**config.mk**
```make
export PLATFORM = sky130hd
export DESIGN_NAME = npc_unit
export DESIGN_NICKNAME = d
export VERILOG_FILES = /design/src/rtl/npc_pkg.sv /design/src/rtl/npc_cond.sv /design/src/rtl/npc_target.sv /design/src/rtl/npc_link.sv /design/src/rtl/npc_unit.sv
export SDC_FILE = /design/constraint.sdc
export NUM_CORES = 1
export LEC_CHECK = 0
export BUFFER_PORTS_ARGS = -buffer_cell sky130_fd_sc_hd__buf_2
export CORE_MARGIN = 2
export CORE_UTILIZATION = 40
export CTS_CLUSTER_DIAMETER = 40
export DETAILED_ROUTE_END_ITERATION = 16
export HOLD_SLACK_MARGIN = 0.08
export PLACE_DENSITY = 0.74
export SYNTH_ARGS = -nofsm -noshare
export SYNTH_HDL_FRONTEND = slang
export SYNTH_HIERARCHICAL = 1
export SYNTH_SLANG_ARGS = --single-unit
```
**constraint.sdc**
```tcl
create_clock -name clk -period 12.47 [get_ports clk]
set_clock_uncertainty 0.05 [all_clocks]
set_input_delay 2.494 -clock clk [delete_from_list [all_inputs] [get_ports clk]]
set_output_delay 2.494 -clock clk [all_outputs]
set_load 0.02 [all_outputs]
```
**src/rtl/npc_pkg.sv**
```systemverilog
package npc_pkg;
  localparam int XLEN = 32;
  localparam int LINK_REG = 31;

  typedef enum logic [3:0] {
    CF_SEQ  = 4'd0,
    CF_BEQ  = 4'd1,
    CF_BNE  = 4'd2,
    CF_BGEZ = 4'd3,
    CF_BGTZ = 4'd4,
    CF_BLEZ = 4'd5,
    CF_BLTZ = 4'd6,
    CF_J    = 4'd7,
    CF_JAL  = 4'd8,
    CF_JR   = 4'd9,
    CF_JALR = 4'd10
  } cf_kind_e;

  function automatic logic [XLEN-1:0] f_seq(input logic [XLEN-1:0] pc);
    return pc + XLEN'(4);
  endfunction

  function automatic logic [XLEN-1:0] f_rel(input logic [XLEN-1:0] pc,
                                            input logic [15:0] disp);
    logic [XLEN-1:0] ext;
    ext = {{(XLEN-18){disp[15]}}, disp, 2'b00};
    return f_seq(pc) + ext;
  endfunction

  function automatic logic [XLEN-1:0] f_region(input logic [XLEN-1:0] pc,
                                               input logic [25:0] idx);
    return {pc[XLEN-1:XLEN-4], idx, 2'b00};
  endfunction
endpackage

```
**src/rtl/npc_cond.sv**
```systemverilog
module npc_cond
  import npc_pkg::*;
(
  input  logic [3:0]      kind,
  input  logic [XLEN-1:0] a,
  input  logic [XLEN-1:0] b,
  output logic            br_take,
  output logic            is_branch
);
  logic neg, zero, same;
  assign neg  = a[XLEN-1];
  assign zero = (a == '0);
  assign same = (a == b);

  always_comb begin
    br_take   = 1'b0;
    is_branch = 1'b1;
    case (cf_kind_e'(kind))
      CF_BEQ:  br_take = same;
      CF_BNE:  br_take = !same;
      CF_BGEZ: br_take = !neg;
      CF_BGTZ: br_take = !neg && !zero;
      CF_BLEZ: br_take = neg || zero;
      CF_BLTZ: br_take = neg;
      default: is_branch = 1'b0;
    endcase
  end

  always_comb begin
    if (is_branch && kind == CF_BLTZ)
      a_ltz_r5: assert (br_take == $signed(a) < 0);
    if (is_branch && kind == CF_BGTZ)
      a_gtz_r5: assert (br_take == $signed(a) > 0);
  end
endmodule

```
**src/rtl/npc_target.sv**
```systemverilog
module npc_target
  import npc_pkg::*;
(
  input  logic [3:0]      kind,
  input  logic [XLEN-1:0] pc,
  input  logic [XLEN-1:0] rs,
  input  logic [15:0]     disp,
  input  logic [25:0]     idx,
  input  logic            br_take,
  output logic [XLEN-1:0] seq_pc,
  output logic [XLEN-1:0] tgt,
  output logic            xfer,
  output logic            reg_tgt
);
  assign seq_pc = f_seq(pc);

  always_comb begin
    tgt     = seq_pc;
    xfer    = 1'b0;
    reg_tgt = 1'b0;
    case (cf_kind_e'(kind))
      CF_BEQ, CF_BNE, CF_BGEZ, CF_BGTZ, CF_BLEZ, CF_BLTZ: begin
        xfer = br_take;
        if (br_take) tgt = f_rel(pc, disp);
      end
      CF_J, CF_JAL: begin
        xfer = 1'b1;
        tgt  = f_region(pc, idx);
      end
      CF_JR, CF_JALR: begin
        xfer    = 1'b1;
        reg_tgt = 1'b1;
        tgt     = rs;
      end
      default: ;
    endcase
  end
endmodule

```
**src/rtl/npc_link.sv**
```systemverilog
module npc_link
  import npc_pkg::*;
(
  input  logic [3:0]      kind,
  input  logic [4:0]      rd,
  input  logic [XLEN-1:0] seq_pc,
  output logic            we,
  output logic [4:0]      idx,
  output logic [XLEN-1:0] val
);
  assign val = seq_pc;

  always_comb begin
    we  = 1'b0;
    idx = '0;
    case (cf_kind_e'(kind))
      CF_JAL: begin
        we  = 1'b1;
        idx = 5'(LINK_REG);
      end
      CF_JALR: begin
        idx = rd;
        we  = (rd != '0);
      end
      default: ;
    endcase
  end

  always_comb begin
    if (we) a_nonzero_dst_r9: assert (idx != '0);
  end
endmodule

```
**src/rtl/npc_unit.sv**
```systemverilog
module npc_unit
  import npc_pkg::*;
#(
  parameter logic [31:0] RESET_PC = 32'h0000_1000
) (
  input  logic        clk,
  input  logic        rst_n,
  input  logic        step,
  input  logic [3:0]  kind,
  input  logic [31:0] rs_val,
  input  logic [31:0] rt_val,
  input  logic [15:0] imm16,
  input  logic [25:0] jidx,
  input  logic [4:0]  rd_idx,
  input  logic        exc_req,
  input  logic [31:0] exc_vec,
  output logic [31:0] pc_q,
  output logic [31:0] pc_nxt,
  output logic        taken,
  output logic        link_we,
  output logic [4:0]  link_idx,
  output logic [31:0] link_val,
  output logic        fetch_misal
);
  logic            br_take, is_branch, xfer, reg_tgt, lk_we;
  logic [XLEN-1:0] seq_pc, tgt;
  logic            upd;

  npc_cond u_cond (
    .kind(kind), .a(rs_val), .b(rt_val),
    .br_take(br_take), .is_branch(is_branch)
  );

  npc_target u_tgt (
    .kind(kind), .pc(pc_q), .rs(rs_val), .disp(imm16), .idx(jidx),
    .br_take(br_take), .seq_pc(seq_pc), .tgt(tgt), .xfer(xfer),
    .reg_tgt(reg_tgt)
  );

  npc_link u_link (
    .kind(kind), .rd(rd_idx), .seq_pc(seq_pc),
    .we(lk_we), .idx(link_idx), .val(link_val)
  );

  assign pc_nxt      = exc_req ? exc_vec : tgt;
  assign taken       = xfer && !exc_req;
  assign link_we     = lk_we && !exc_req;
  assign fetch_misal = reg_tgt && !exc_req && (rs_val[1:0] != 2'b00);
  assign upd         = step || exc_req;

  always_ff @(posedge clk) begin
    if (!rst_n)   pc_q <= RESET_PC;
    else if (upd) pc_q <= pc_nxt;
  end

  p_hold_r2: assert property (@(posedge clk) disable iff (!rst_n)
    (!step && !exc_req) |=> $stable(pc_q));
  p_advance_r2: assert property (@(posedge clk) disable iff (!rst_n)
    (step && !exc_req) |=> pc_q == $past(pc_nxt));
  p_redirect_r10: assert property (@(posedge clk) disable iff (!rst_n)
    exc_req |=> pc_q == $past(exc_vec));
  p_quiet_r10: assert property (@(posedge clk) disable iff (!rst_n)
    exc_req |-> !link_we && !fetch_misal && !taken);
  p_misal_r11: assert property (@(posedge clk) disable iff (!rst_n)
    fetch_misal |-> pc_nxt[1:0] != 2'b00);
  p_notaken_r3: assert property (@(posedge clk) disable iff (!rst_n)
    (is_branch && !br_take && !exc_req) |-> pc_nxt == seq_pc && !taken);
endmodule

```
==> results of run 1 <==
## per-layer routing
metal  vias up  track usage [%]  wire length [um]
li1       3063                -                 -
met1      3074             36.6              9710
met2       385             47.2             11000
met3        54             6.46              2100
met4         0             9.54               728
met5         -                0                 0
## final timing paths
check	slack, ns	cells past startpoint	end	from
setup / recovery	3.31	14	pc_nxt[11]	rs_val[16]
hold / removal	0.57	2	pc_q[12]	pc_q[12]
setup reg to reg	7.52	17	pc_q[28]	pc_q[4]
hold reg to reg	0.57	2	pc_q[12]	pc_q[12]
## tightest hold or removal path, delay by kind of cell (launching register included)
kind / cells / cell delay, ns
muxes: 1 / 0.14
DFF: 1 / 0.35
AOI/OAI and AO/OA: 1 / 0.09
## where the power goes
group	total [mW]	switching (mW)	internal (mW)
clock	0.148	0.0540	0.0940
combinational	0.354	0.214	0.140
sequential	0.125	0.0135	0.111
total	0.627	0.281	0.345
## through the flow
step	util [%]	cell area [um2]	hold slack, ns
4_1_cts	49.1	7080	0.560
6_report	49.1	7080	0.567
3_5_place_dp	47.9	6910	0.553
5_1_grt	49.1	7080	0.597
2_1_floorplan	-	5870	0.611
3_3_place_gp	47.9	6910	0.553
## cell type report
class | instances | area, um2 | area share (%)
Timing Repair Buffer | 259 | 1310 | 18.5
Clock inverter | 3 | 42.5 | 0.601
Multi-Input combinational cell | 601 | 4660 | 65.8
Tap cell | 184 | 230 | 3.25
Sequential cell | 32 | 641 | 9.05
Inverter | 20 | 75.1 | 1.06
Clock buffer | 5 | 125 | 1.77
==> impl_results.md, run 1 <==
* Status: finished, final reports clean
* Rows at 44
* Die Ht at around 130 um
* Final hold vios at 0
* All-Layer GR Usage at between 20% and 30%
* Largest registers: pc_q x32
* Tot Pwr at between 0.6 and 0.7 mW
* Syn Nets at 907
* Worst-path fanout max at 19
* Post-synthesis cell count at 721
* Initial Util at between 40% and 50%
* CP arrival at around 6.6 ns
* Final min period at 9.16 ns
* CTS clk-pin slew, worst paths at ~0.060 ns
* Critical Path, Cell by Cell: buf_2 > nor4_1 > nand4_1 > o21bai_2 > xnor2_1 > a31oi_1 > o21ai_1 > inv_1 > nor2_1 > nor2_2 > a222oi_1 > o21ai_0 > mux2_2 > buf_2
* Hold crit path type: reg -> reg
* Placement Setup Slack at 3.46 ns
* Post-Route WL at between 20 and 25 mm
* Die width at 125 um
* Yosys warnings at 6
* Commonest non-fill, non-tap cell in the layout: buf_2
* Clock Latency Late Sink at 0.29 ns
* I/O Buffers at 254
* Area Overhead vs Synth at 20.7%
* Worst Path Buf+Inv at 3
* Non-filler cells, final at roughly 1,100
* Initial antenna violation count at 1
* Final net count at 1,105
* First-pass GRT wire length at 35.6 mm
* Fin. max-slew vios at 0
* Routability congestion estimate at 0.988
* Placed Instances at 1,096
* Max VDD drop at 0.0543 mV
* Crit-path max cell delay at about 0.58 ns
* DRT Pass-1 Iters at 5
* FILL cells at 1,474
* Hold Buf Count CTS at 0
* Share of cells above drive strength 1 at 38.6%
* Vias in the first global route at 6,201
* Ports at 255
* CTS Sinks at 32
* Max reg flops at 32
* PwrDens at ~89 nW/um2
* Initial DRC Count at 684
* Routed length per instance at roughly 21 um
* Via Count at about 6,600
* PostCTS Resize Cnt at 0
* Remaining Overflow, GRT at 0
* Largest net degree at the start of global routing at 68
* Syn_area_per_cell at 8.14 um2
* CTS max path bufs at 2
* Critical Path Most Common Cell: buf_2
* RSZ-0062 raised after global routing: false
* Largest Register: pc_q
* Data required, critical path at 9.93 ns
* Post-route DRC violation count at 0
* Final worst-path cycle share at 73.4%
* Crit-path slowest cell: nor4_1
* F_max at 0.109 GHz
* Leak at 3.35 nW
* TritonCTS Buffers at 5
* Final setup fails at 0
* CP Launch Type: primary input
* Commonest non-fill, non-tap cells in the layout: 254 x buf_2, 69 x xnor2_1, 45 x nand2_1
* WS Path Type: in -> out
* CP Capture Type: primary output
* Relative slew slack at 30.3%
* Remaining antenna violation count at 0
* Root buffer cell: clkbuf_16
* Tightest Pin Transition at 1.05 ns
* Post-CTS setup buffer count at 0
* Mapped Area at 5870 um2
* Final WS setup at 3.31 ns
* # Max-Cap Violations at 0
* H-tree levels at 2
* TritonCTS clock tree: built
* Vias per cell at 5.96
* Setup TNS at 0 ns
* CP top delay family: simple AND/OR/NAND/NOR gates
* Core area at 14,400 um2
* Antenna Cells at 0
* DP Wirelength at 18.9 mm
* Die area at 15,600 um2
Note: power is estimated with default switching activity, not from simulation.
==> inputs of run 2 (changes only) <==
- clock period: 12.47 -> 8.55 ns (I/O delays scaled with it)
==> run 2 against run 1 <==
Critical path depth up 1. Design area down 0.27%. Routed wire length up 0.79%. Total power up 42%. Combinational power up 46%. Via count up 1.7%. Setup slack worse by 2.0 ns. Global-route usage up 0.54 points. Count of clock-buffer cells in the layout unchanged. Largest cell class unchanged. Highest routed layer unchanged.
==> impl_results.md, run 2 (synthesized netlist as in run 1, its figures left out) <==
* CP Capture Type: primary output
* Commonest non-fill, non-tap cells in the layout: 254 x buf_2, 69 x xnor2_1, 45 x nand2_1
* Tightest Pin Transition at 1.10 ns
* Routed length per instance at 21.4 um
* CP arrival at 5.48 ns
* Rows at 44
* Die Ht at roughly 130 um
* Vias in the first global route at 6,372
* Initial Util at 40.7%
* All-Layer GR Usage at 29.0%
* Status: finished, final reports clean
* Largest Register: pc_q
* Vias per cell at 6.05
* Final min period at 7.24 ns
* # Max-Cap Violations at 0
* Final setup fails at 0
* Cell count of the worst hold path at 2
* Setup TNS at 0 ns
* Final net count at 1,105
* Largest net degree at the start of global routing at 68
* CTS Sinks at 32
* Max reg flops at 32
* Die width at 125 um
* Leak at 3.34 nW
* I/O Buffers at between 200 and 300
* Register Area at 641 um2
* Core area at 14,400 um2
* Max VDD drop at 0.0709 mV
* Area taken by multi-input logic gates at between 4000 and 5000 um2
* TritonCTS Buffers at 5
* TritonCTS clock tree: built
* Commonest non-fill, non-tap cell in the layout: buf_2
* CTS clk-pin slew, worst paths at 0.06 ns
* H-tree levels at 2
* Placement Setup Slack at 1.46 ns
* Reg2reg path depth at 16
* DRT Pass-1 Iters at 6
* Post-CTS setup buffer count at 0
* CTS max path bufs at 2
* Hold Buf Count CTS at 0
* First-pass GRT wire length at around 36 mm
* Post-Route WL at around 24 mm
* Routability congestion estimate at 0.988
* Worst-path fanout max at 19
* F_max at 0.138 GHz
* Initial antenna violation count at 2
* Remaining antenna violation count at 0
* Area Overhead vs Synth at 20.4%
* Initial DRC Count at 710
* Remaining Overflow, GRT at 0
* Final worst-path cycle share at 84.6%
* Tot Pwr at 0.888 mW
* Fin. max-slew vios at 0
* FILL cells at 1,501
* Die area at 15,600 um2
* Largest registers: pc_q x32
* CP Launch Type: primary input
* DP Wirelength at 18.9 mm
* Final WS setup at 1.31 ns
* PwrDens at 126 nW/um2
* Final hold vios at 0
* Root buffer cell: clkbuf_16
* Hold crit path type: reg -> reg
* WS Path Type: in -> out
* Share of cells above drive strength 1 at 38.6%
* Data required, critical path at 6.79 ns
* Ports at between 200 and 300
* Relative slew slack at 26.9%
* Via Count at 6,688
* Clock Latency Late Sink at 0.29 ns
* PostCTS Resize Cnt at 0
* RSZ-0062 raised after global routing: false
* Post-route DRC violation count at 0
[run 2: cell types whose count changed in the layout (fill, tap and decap cells not counted)]
cell and delta:
clkinvlp_4 -1, bufinv_16 -1, clkinv_4 +1, clkinv_2 +1, diode_2 +2
[run 2: path summary, 6_finish.rpt]
| check | from | slack, ns | to |
|---|---|---|---|
| min reg2reg | pc_q[19] | 0.57 | pc_q[19] |
| min | pc_q[19] | 0.57 | pc_q[19] |
| max | rs_val[16] | 1.31 | pc_nxt[15] |
| max reg2reg | pc_q[2] | 3.44 | pc_q[31] |
[run 2: critical path, cell delays in order]
cell and delay (ns):
buf_2 0.12, nor4_1 0.68, nand4_1 0.22, o21bai_2 0.19, xnor2_1 0.13, a31oi_1 0.10
o21ai_1 0.12, buf_4 0.18, inv_1 0.12, nor2_1 0.49, nor2_2 0.37, a222oi_1 0.37
o21ai_0 0.19, mux2_2 0.31, buf_2 0.16
[run 2: layout make-up]
| cell class | count | share of cell area [%] |
|---|---|---|
| multi-input combinational | 601 | 66.0 |
| timing repair buffer | 259 | 18.5 |
| sequential | 32 | 9.07 |
| tap | 184 | 3.26 |
| clock buffer | 5 | 1.77 |
| inverter | 20 | 1.06 |
| clock inverter | 3 | 0.266 |
| antenna | 2 | 0.0709 |
[run 2: layer usage]
metal / global-route usage [%] / part of all wire, % / up-vias
met4: 13.9 / 4.4 / 0
met3: 6.46 / 9.2 / 74
li1: - / - / 3067
met2: 46.5 / 46 / 412
met5: 0 / 0 / -
met1: 37.0 / 41 / 3135
[run 2: metrics by stage]
stage	std cells	area, um2	hold WS [ns]	utilization, %
after floorplan	721	5870	0.611	-
after global placement	1096	6910	0.547	47.9
after detailed placement	1096	6910	0.558	47.9
after CTS	1104	7060	0.567	48.9
after global routing	1106	7060	0.598	49.0
final	1106	7060	0.567	49.0
[run 2: report_power, final]
group,switching [mW],internal [mW]
sequential,0.0197,0.162
combinational,0.313,0.205
clock,0.0807,0.108
total,0.413,0.474
